## src/rtl/msi_snoop_cache.sv

```systemverilog
module msi_snoop_cache #(
  parameter int ADDR_W = 6,
  parameter int DATA_W = 8,
  parameter int LINES  = 4
) (
  input  logic              clk,
  input  logic              rst_n,
  input  logic              cpu_valid,
  input  logic              cpu_we,
  input  logic [ADDR_W-1:0] cpu_addr,
  input  logic [DATA_W-1:0] cpu_wdata,
  output logic              cpu_ready,
  output logic [DATA_W-1:0] cpu_rdata,
  output logic              bus_req,
  input  logic              bus_gnt,
  output logic              bus_valid,
  output logic [1:0]        bus_cmd,
  output logic [ADDR_W-1:0] bus_addr,
  input  logic              bus_sup_valid,
  input  logic [DATA_W-1:0] bus_sup_data,
  input  logic              snp_valid,
  input  logic [1:0]        snp_cmd,
  input  logic [ADDR_W-1:0] snp_addr,
  output logic              snp_sup,
  output logic [DATA_W-1:0] snp_data,
  output logic              mem_re,
  output logic              mem_we,
  output logic [ADDR_W-1:0] mem_addr,
  output logic [DATA_W-1:0] mem_wdata,
  input  logic [DATA_W-1:0] mem_rdata
);
  localparam int IDX_W = $clog2(LINES);
  localparam int TAG_W = ADDR_W - IDX_W;
  localparam logic [1:0] CMD_RD = 2'd0;
  localparam logic [1:0] CMD_WR = 2'd1;
  localparam logic [1:0] CMD_INV = 2'd2;
  localparam logic [1:0] CMD_WB = 2'd3;

  typedef enum logic [1:0] {LN_I, LN_S, LN_M} line_t;

  line_t             st_q  [LINES];
  logic [TAG_W-1:0]  tag_q [LINES];
  logic [DATA_W-1:0] dat_q [LINES];
  logic              busy_q;

  logic [IDX_W-1:0] c_idx, s_idx;
  logic [TAG_W-1:0] c_tag, s_tag;
  line_t            c_st;
  logic             c_tagm, c_hit, fast_hit, fast_ok, miss_go;
  logic             s_hit, s_mod, own, victim_wb, done_bus;
  logic [1:0]       op_cmd;
  logic [DATA_W-1:0] fill;

  assign c_idx  = cpu_addr[IDX_W-1:0];
  assign c_tag  = cpu_addr[ADDR_W-1:IDX_W];
  assign c_st   = st_q[c_idx];
  assign c_tagm = tag_q[c_idx] == c_tag;
  assign c_hit  = (c_st != LN_I) && c_tagm;
  assign fast_hit = c_hit && (!cpu_we || c_st == LN_M);

  assign s_idx = snp_addr[IDX_W-1:0];
  assign s_tag = snp_addr[ADDR_W-1:IDX_W];
  assign s_hit = snp_valid && (snp_cmd != CMD_WB) && (st_q[s_idx] != LN_I) && (tag_q[s_idx] == s_tag);
  assign s_mod = s_hit && (st_q[s_idx] == LN_M);

  assign fast_ok = cpu_valid && !busy_q && fast_hit && !(s_hit && s_idx == c_idx);
  assign miss_go = cpu_valid && !busy_q && !fast_hit;

  assign own       = busy_q && bus_gnt;
  assign victim_wb = own && (c_st == LN_M) && !c_tagm;
  assign done_bus  = own && !victim_wb;

  always_comb begin
    if (victim_wb)                         op_cmd = CMD_WB;
    else if (!cpu_we)                      op_cmd = CMD_RD;
    else if (c_hit && c_st == LN_S)        op_cmd = CMD_INV;
    else                                   op_cmd = CMD_WR;
  end

  assign fill      = bus_sup_valid ? bus_sup_data : mem_rdata;
  assign cpu_ready = fast_ok || done_bus;
  assign cpu_rdata = done_bus ? fill : dat_q[c_idx];

  assign bus_req   = busy_q;
  assign bus_valid = own;
  assign bus_cmd   = op_cmd;
  assign bus_addr  = victim_wb ? {tag_q[c_idx], c_idx} : cpu_addr;

  assign snp_sup  = s_mod;
  assign snp_data = dat_q[s_idx];

  assign mem_re    = done_bus && (op_cmd != CMD_INV) && !bus_sup_valid;
  assign mem_we    = victim_wb || s_mod;
  assign mem_addr  = s_mod ? snp_addr : bus_addr;
  assign mem_wdata = s_mod ? dat_q[s_idx] : dat_q[c_idx];

  always_ff @(posedge clk) begin
    if (!rst_n) begin
      busy_q <= 1'b0;
      for (int i = 0; i < LINES; i++) st_q[i] <= LN_I;
    end else begin
      if (miss_go)       busy_q <= 1'b1;
      else if (done_bus) busy_q <= 1'b0;
      if (s_hit && (snp_cmd != CMD_RD || s_mod))
        st_q[s_idx] <= (snp_cmd == CMD_RD) ? LN_S : LN_I;
      if (victim_wb) st_q[c_idx] <= LN_I;
      if (done_bus)  st_q[c_idx] <= cpu_we ? LN_M : LN_S;
    end
  end

  always_ff @(posedge clk) begin
    if (done_bus) begin
      tag_q[c_idx] <= c_tag;
      dat_q[c_idx] <= cpu_we ? cpu_wdata : fill;
    end else if (fast_ok && cpu_we) begin
      dat_q[c_idx] <= cpu_wdata;
    end
  end

  assert_hold_R10: assert property (@(posedge clk) disable iff (!rst_n)
    (bus_req && !cpu_ready) |=> bus_req);
  assert_grant_R10: assert property (@(posedge clk) disable iff (!rst_n)
    bus_valid |-> (bus_gnt && bus_req));
  assert_rd_fill_R2: assert property (@(posedge clk) disable iff (!rst_n)
    (cpu_valid && cpu_ready && !cpu_we) |=>
      (st_q[$past(c_idx)] != LN_I) && (tag_q[$past(c_idx)] == $past(c_tag)));
  assert_wr_mod_R5: assert property (@(posedge clk) disable iff (!rst_n)
    (cpu_valid && cpu_ready && cpu_we) |=>
      (st_q[$past(c_idx)] == LN_M) && (dat_q[$past(c_idx)] == $past(cpu_wdata)));
  assert_snp_inv_R8: assert property (@(posedge clk) disable iff (!rst_n)
    (s_hit && snp_cmd != CMD_RD && !cpu_ready) |=> st_q[$past(s_idx)] == LN_I);
  assert_snp_down_R7: assert property (@(posedge clk) disable iff (!rst_n)
    (s_mod && snp_cmd == CMD_RD && !cpu_ready) |=> st_q[$past(s_idx)] == LN_S);
  assert_abort_R12: assert property (@(posedge clk) disable iff (!rst_n)
    bus_sup_valid |-> !mem_re);
  assert_mem_excl_R6: assert property (@(posedge clk) disable iff (!rst_n)
    !(mem_re && mem_we));
endmodule

```

## config.mk

```make
export PLATFORM = sky130hd
export DESIGN_NAME = msi_snoop_cache
export DESIGN_NICKNAME = d
export VERILOG_FILES = /design/src/rtl/msi_snoop_cache.sv
export SDC_FILE = /design/constraint.sdc
export NUM_CORES = 1
export LEC_CHECK = 0
export BUFFER_PORTS_ARGS = -buffer_cell sky130_fd_sc_hd__buf_2
export CORE_ASPECT_RATIO = 0.6
export CORE_MARGIN = 3
export CORE_UTILIZATION = 50
export DETAILED_ROUTE_END_ITERATION = 8
export HOLD_SLACK_MARGIN = 0.12
export PLACE_DENSITY_LB_ADDON = 0.1
export SYNTH_ARGS = -nofsm -noshare
export SYNTH_HDL_FRONTEND = slang
export SYNTH_SLANG_ARGS = --single-unit
```

## constraint.sdc

```tcl
create_clock -name clk -period 4.07 [get_ports clk]
set_clock_uncertainty 0.15 [all_clocks]
set_input_delay 0.407 -clock clk [delete_from_list [all_inputs] [get_ports clk]]
set_output_delay 0.407 -clock clk [all_outputs]
set_load 0.05 [all_outputs]
```

==> flow_metrics.tcl, run 1 <==
set metrics [dict create \
    nFillCells 518 \
    die_h_um 71.47 \
    wirelength_mm 8.992 \
    cp-start-kind "input pin" \
    antenna_left 0 \
    grt_pass1_vias 2616 \
    avgSynthCellArea_sq_um 13.43 \
    crit_arrival_ns 3.15 \
    place_hpwl_mm 6.667 \
    grt_max_degree 26 \
    ys_seq_area_share_pct 47.64 \
    path_cells "buf_2 -> mux4_2 -> xnor2_1 -> nand4_4 -> nand3_4 -> mux2_4 -> mux2_2 -> buf_2" \
    initial_core_util_pct 52.60 \
    cts_resized 0 \
    max_freq_ghz 0.2699 \
    vdd_drop_max_uv 209.9 \
    cts.sinks 57 \
    drive_gt1_share_pct 43.89 \
    dieArea_sq_um 8228 \
    ys_ff_latch 57 \
    grtUsageTotal_pct 23.56 \
    antenna_cells 0 \
    fin_crit_sh_pct 91.04 \
    postPlaceCellArea_sq_um 4065 \
    finalSetupViolCount 0 \
    netlist_area_sq_um 3572 \
    crit_type "in -> out" \
    holdWs_ns 0.1954 \
    cts_max_level 3 \
    fin_nets 401 \
    tightest_slew_ns 0.6727 \
    routabilityCongestion 0.8854 \
    status "completed" \
    ys.flop_type "edfxtp_1" \
    p_per_area_nw_per_um2 402.8 \
    min_path_type "in -> reg" \
    cp-end-kind "output pin" \
    die_w_um 115.1 \
    worst_ep_required_time_ns 3.51 \
    ioPinCount 89 \
    coreArea_sq_um 6792 \
    cpMostUsedCell "buf_2" \
    yosysUniqueCellTypes 47 \
    post-route-min-period_ns 3.705 \
    cts_tree "done" \
    grt_overflow 0 \
    grt_pass1_wl_mm 14.35 \
    avgViaCountPerCell 5.781 \
    drtIter0Drc 207 \
    crit_path_top_delay_cell "mux4_2" \
    async_reset_ff_share_pct 0 \
    grt_setup_unrepaired "false" \
    drtPass1Iterations 4 \
    clk_latency_ns 0.33 \
    leakagePower_nw 1.700 \
    synth_edf_count 56 \
    finalMaxSlewViolations 0 \
    cts.clk_slew.worst_paths_ns 0.05 \
    cts_hold_buf 0 \
    yosysWarningCount 0 \
    fin_ws_ns 0.3647 \
    cts-root-buf "clkbuf_16" \
    vias 2584 \
    netlist_instances 266 \
    antenna_found_initial 0 \
    wl_per_cell_um 20.12 \
    maxCapViolCount 0 \
    crit_fanout 22 \
    cts_buffer_depth 2 \
    drc 0 \
    cts_buffers 9 \
    final_area_sq_um 4342 \
    synth_nets 311 \
    slowest_delay_ns 0.62 \
    setup_tns_ns 0 \
    place_ws_ns 0.3586 \
    synthToLayoutAreaGrowth_pct 21.54 \
    cts_setup_buffers 0 \
    hold_viol 0 \
    slew_headroom_pct 55.15 \
    port_buffers 88 \
    rows 23 \
]
-- metrics by stage --
| stage | util, % | total power, mW | instances |
|---|---|---|---|
| floorplan | - | 0.9680 | 266 |
| global placement | 59.86 | 1.057 | 432 |
| detailed placement | 59.86 | 1.060 | 432 |
| CTS | 63.93 | 1.760 | 447 |
| global route | 63.93 | 1.817 | 447 |
| finish | 63.93 | 1.749 | 447 |
-- placed cells by master (no fill, tap or decap), drive strengths merged, types with 2 or more instances in the layout --
master,instances
a21oi,20
o21ai,3
nand2,14
a21boi,2
mux2,17
nand3,3
xnor2,11
nand4,5
edfxtp,56
mux2i,16
o32ai,3
mux4,24
clkinv,5
o22ai,4
or2,2
nand2b,6
xor2,3
inv,3
nor3,2
clkbuf,10
buf,98
nor2,33
o21bai,2
nor3b,3
o221ai,3
-- kinds of logic after synthesis --
group | after synthesis | synth area share [%]
muxes | 57 | 26.23
and+or+nand+nor | 72 | 10.44
buffers and inverters | 23 | 4.098
AOI/OAI and AO/OA | 43 | 8.161
DFF | 57 | 47.64
xor gates and xnor gates | 14 | 3.433
-- area by class of cell --
cell class | count | area, sq um | share of cell area (%)
multi-input cells | 186 | 1724 | 39.71
flip-flops and latches | 57 | 1702 | 39.19
repair buffers | 98 | 515.5 | 11.87
clock buffers | 10 | 229.0 | 5.274
well taps | 87 | 108.9 | 2.507
clock inverters | 5 | 47.55 | 1.095
inverters | 4 | 15.01 | 0.3458
-- power breakdown --
group	total [mW]	internal [mW]	switching, mW
logic	0.376	0.119	0.257
clock network	0.699	0.462	0.237
registers	0.674	0.666	0.00775
total	1.75	1.25	0.502
-- flip-flops by register name, indices dropped and copies added, names as in the netlist --
signal   flops
dat_q       32
tag_q       16
st_q         8
bus_req      1
-- per-layer routing --
metal  routed length, um  global-route usage, %  vias up  part of all wire (%)
met2                3764                  32.69      134                    42
met3                1036                  6.920        8                    12
met1                4119                  36.20     1223                    46
li1                    -                      -     1219                     -
met5                   0                      0        -                     0
met4                  72                  6.641        0                  0.80
-- worst max-delay path: cells and delay by family --
kind	cells	cell delay, ns
and+or+nand+nor	2	0.47
xor gates and xnor gates	1	0.32
buffers and inverters	2	0.73
muxes	3	1.20
-- cell usage after synthesis, drive strengths merged (4+ instances only) --
cell    number  share of area [%]
a21oi       20                3.2
buf         15                3.3
clkbuf       4               0.42
edfxtp      56                 47
mux2        17                6.4
mux2i       16                4.5
mux4        24                 15
nand2       14                1.5
nand2b       6                1.1
nand4        5                1.3
nor2        33                3.5
o22ai        4               0.70
xnor2       11                2.7
-- worst paths after layout --
kind                         start               endpoint  slack (ns)  depth (start not counted)
min reg2reg   bus_req$_SDFFE_PN0P_   bus_req$_SDFFE_PN0P_        0.55                          3
max reg2reg  tag_q[3][3]$_DFFE_PP_  dat_q[0][5]$_DFFE_PP_        1.36                          7
max                    cpu_addr[0]            mem_addr[3]        0.36                          8
min                    cpu_addr[2]  tag_q[2][0]$_DFFE_PP_        0.20                          1
No activity file was read; power rests on OpenSTA's default activity.
==> inputs of run 2 (changes only) <==
--- a/config.mk
+++ b/config.mk
@@ -8,5 +8,7 @@
 export BUFFER_PORTS_ARGS = -buffer_cell sky130_fd_sc_hd__buf_2
+export CELL_PAD_IN_SITES_DETAIL_PLACEMENT = 1
+export CELL_PAD_IN_SITES_GLOBAL_PLACEMENT = 1
 export CORE_ASPECT_RATIO = 0.6
 export CORE_MARGIN = 3
-export CORE_UTILIZATION = 50
+export CORE_UTILIZATION = 46
 export DETAILED_ROUTE_END_ITERATION = 8
==> constraint.sdc (replaced) <==
create_clock -name clk -period 4.07 [get_ports clk]
set_clock_uncertainty 0.15 [all_clocks]
set_input_delay 0 -clock clk [delete_from_list [all_inputs] [get_ports clk]]
set_output_delay 0 -clock clk [all_outputs]
set_load 0.05 [all_outputs]
==> flow_metrics.tcl, run 2 (synthesis results as in run 1) <==
set metrics [dict create \
    min_path_type "in -> reg" \
    worst_ep_required_time_ns 3.86 \
    place_hpwl_mm 7.798 \
    swShare_pct 29.77 \
    slew_headroom_pct 27.73 \
    grt_setup_unrepaired "false" \
    nFillCells 792 \
    grt_pass1_wl_mm 16.99 \
    cts-root-buf "clkbuf_16" \
    cts_buffers 9 \
    setup_tns_ns 0 \
    cts.sinks 57 \
    vdd_drop_max_uv 264.0 \
    p_seq_share_pct 37.7 \
    top_register "dat_q" \
    path_cells "mux4_2 -> xnor2_1 -> nand4_4 -> nor2_1 -> nand4_1 -> o22ai_1" \
    cp-start-kind "flip-flop" \
    r2r_cells 6 \
    antenna_cells 0 \
    clk_latency_ns 0.33 \
    post-route-min-period_ns 3.250 \
    wl_per_cell_um 23.34 \
    leakagePower_nw 1.742 \
    ff_latch_area_sq_um 1702 \
    fin_nets 412 \
    p_sw_uw 533.4 \
    layout_common_cells "buf_2 (88), edfxtp_1 (56), nor2_1 (33)" \
    maxCapViolCount 0 \
    worstReg2RegEnd "dat_q[0][6]$_DFFE_PP_" \
    drtPass1Iterations 4 \
    coreArea_sq_um 7387 \
    cts.clk_slew.worst_paths_ns 0.05 \
    drc 0 \
    cts_buffer_depth 2 \
    drive_gt1_share_pct 40.70 \
    reg_top3 "dat_q: 32 flops, tag_q: 16 flops, st_q: 8 flops" \
    port_buffers 88 \
    grtUsageTotal_pct 25.78 \
    routabilityCongestion 0.7869 \
    vias 2764 \
    largest_reg_flops 32 \
    die_w_um 119.8 \
    ioPinCount 89 \
    rr_startpoint "tag_q[0][2]$_DFFE_PP_" \
    avgViaCountPerCell 5.819 \
    status "completed" \
    multi_input_comb_area_sq_um 1724 \
    crit_fanout 8 \
    p_total_mw 1.792 \
    max_freq_ghz 0.3077 \
    tightest_slew_ns 1.084 \
    startpoint "tag_q[0][2]$_DFFE_PP_" \
    clkPwrFrac_pct 40.1 \
    wirelength_mm 11.09 \
    cts_tree "done" \
    grt_pass1_vias 2989 \
    layout_commonest_cell "buf_2" \
    cts_setup_buffers 0 \
    crit_path_top_delay_cell "o22ai_1" \
    cp-endpoint "dat_q[0][6]$_DFFE_PP_" \
    initial_core_util_pct 48.36 \
    slowest_delay_ns 0.83 \
    dieArea_sq_um 8894 \
    synthToLayoutAreaGrowth_pct 25.71 \
    grt_max_degree 26 \
    cts_max_level 3 \
    antenna_found_initial 0 \
    reg2reg_setup_slack_ns 0.82 \
    cts_resized 0 \
    rows 24 \
    crit_arrival_ns 3.04 \
    antenna_left 0 \
    fin_crit_sh_pct 79.84 \
    comb_power_share_pct 22.2 \
    die_h_um 74.26 \
    finalSetupViolCount 0 \
    hold_viol 0 \
    p_int_mw 1.258 \
    p_per_area_nw_per_um2 399.0 \
    finalMaxSlewViolations 0 \
    grt_overflow 0 \
    crit_type "reg -> reg" \
    drtIter0Drc 274 \
    cp-end-kind "flip-flop" \
]
[run 2: power by group through the flow]
stage	clock network (mW)	registers, mW	logic, mW
6_report	0.718	0.675	0.399
5_1_grt	0.745	0.676	0.422
4_1_cts	0.724	0.675	0.397
3_5_place_dp	0	0.686	0.381
3_3_place_gp	0	0.684	0.371
2_1_floorplan	0	0.686	0.282
[run 2: repair_timing]
item,4_1_cts,5_1_grt
setup endpoints to repair,0,0
endpoints found under the hold margin,65,0
hold buffers,18,0
[run 2: critical path: cells and delay by family (launching register included)]
kind	cells	cell delay, ns
AOI/OAI and AO/OA	1	0.83
xor gates and xnor gates	1	0.26
DFF	1	0.40
muxes	1	0.52
and+or+nand+nor	3	0.70
[run 2: area by class of cell]
type / count / share of cell area [%]
repair buffers: 109 / 14.32
inverters: 4 / 0.3344
clock buffers: 10 / 5.099
multi-input cells: 186 / 38.39
well taps: 104 / 2.898
flip-flops and latches: 57 / 37.89
clock inverters: 5 / 1.059
[run 2: per-stage QoR]
| step | hold WS, ns | setup slack [ns] | cells | area (sq um) | util (%) |
|---|---|---|---|---|---|
| final | 0.1207 | 0.8203 | 475 | 4491 | 60.79 |
| after global routing | 0.1854 | 0.6860 | 475 | 4491 | 60.79 |
| after CTS | 0.1267 | 0.8243 | 475 | 4491 | 60.79 |
| after detailed placement | 0.1277 | 0.5297 | 442 | 4034 | 54.61 |
| after global placement | 0.1209 | 0.7350 | 442 | 4034 | 54.61 |
| after floorplan | -0.05113 | 0.8921 | 266 | 3572 | - |
[run 2: per-layer routing]
layer | wire [um] | share of wire, % | global-route usage [%] | vias to the layer above
li1 | - | - | - | 1239
met1 | 4812 | 43 | 34.24 | 1405
met2 | 5389 | 49 | 43.94 | 109
met3 | 786 | 7.1 | 5.851 | 11
met4 | 98 | 0.88 | 6.726 | 0
met5 | 0 | 0 | 0 | -
[run 2: worst min path at each step]
| stage | depth (start not counted) | startpoint | to |
|---|---|---|---|
| after floorplan | 0 | cpu_addr[2] | tag_q[0][0]$_DFFE_PP_ |
| after global placement | 1 | cpu_addr[3] | tag_q[3][1]$_DFFE_PP_ |
| after detailed placement | 1 | cpu_addr[5] | tag_q[3][3]$_DFFE_PP_ |
| after CTS | 3 | mem_rdata[7] | dat_q[2][7]$_DFFE_PP_ |
| after global routing | 3 | mem_rdata[7] | dat_q[1][7]$_DFFE_PP_ |
| final | 3 | mem_rdata[7] | dat_q[1][7]$_DFFE_PP_ |
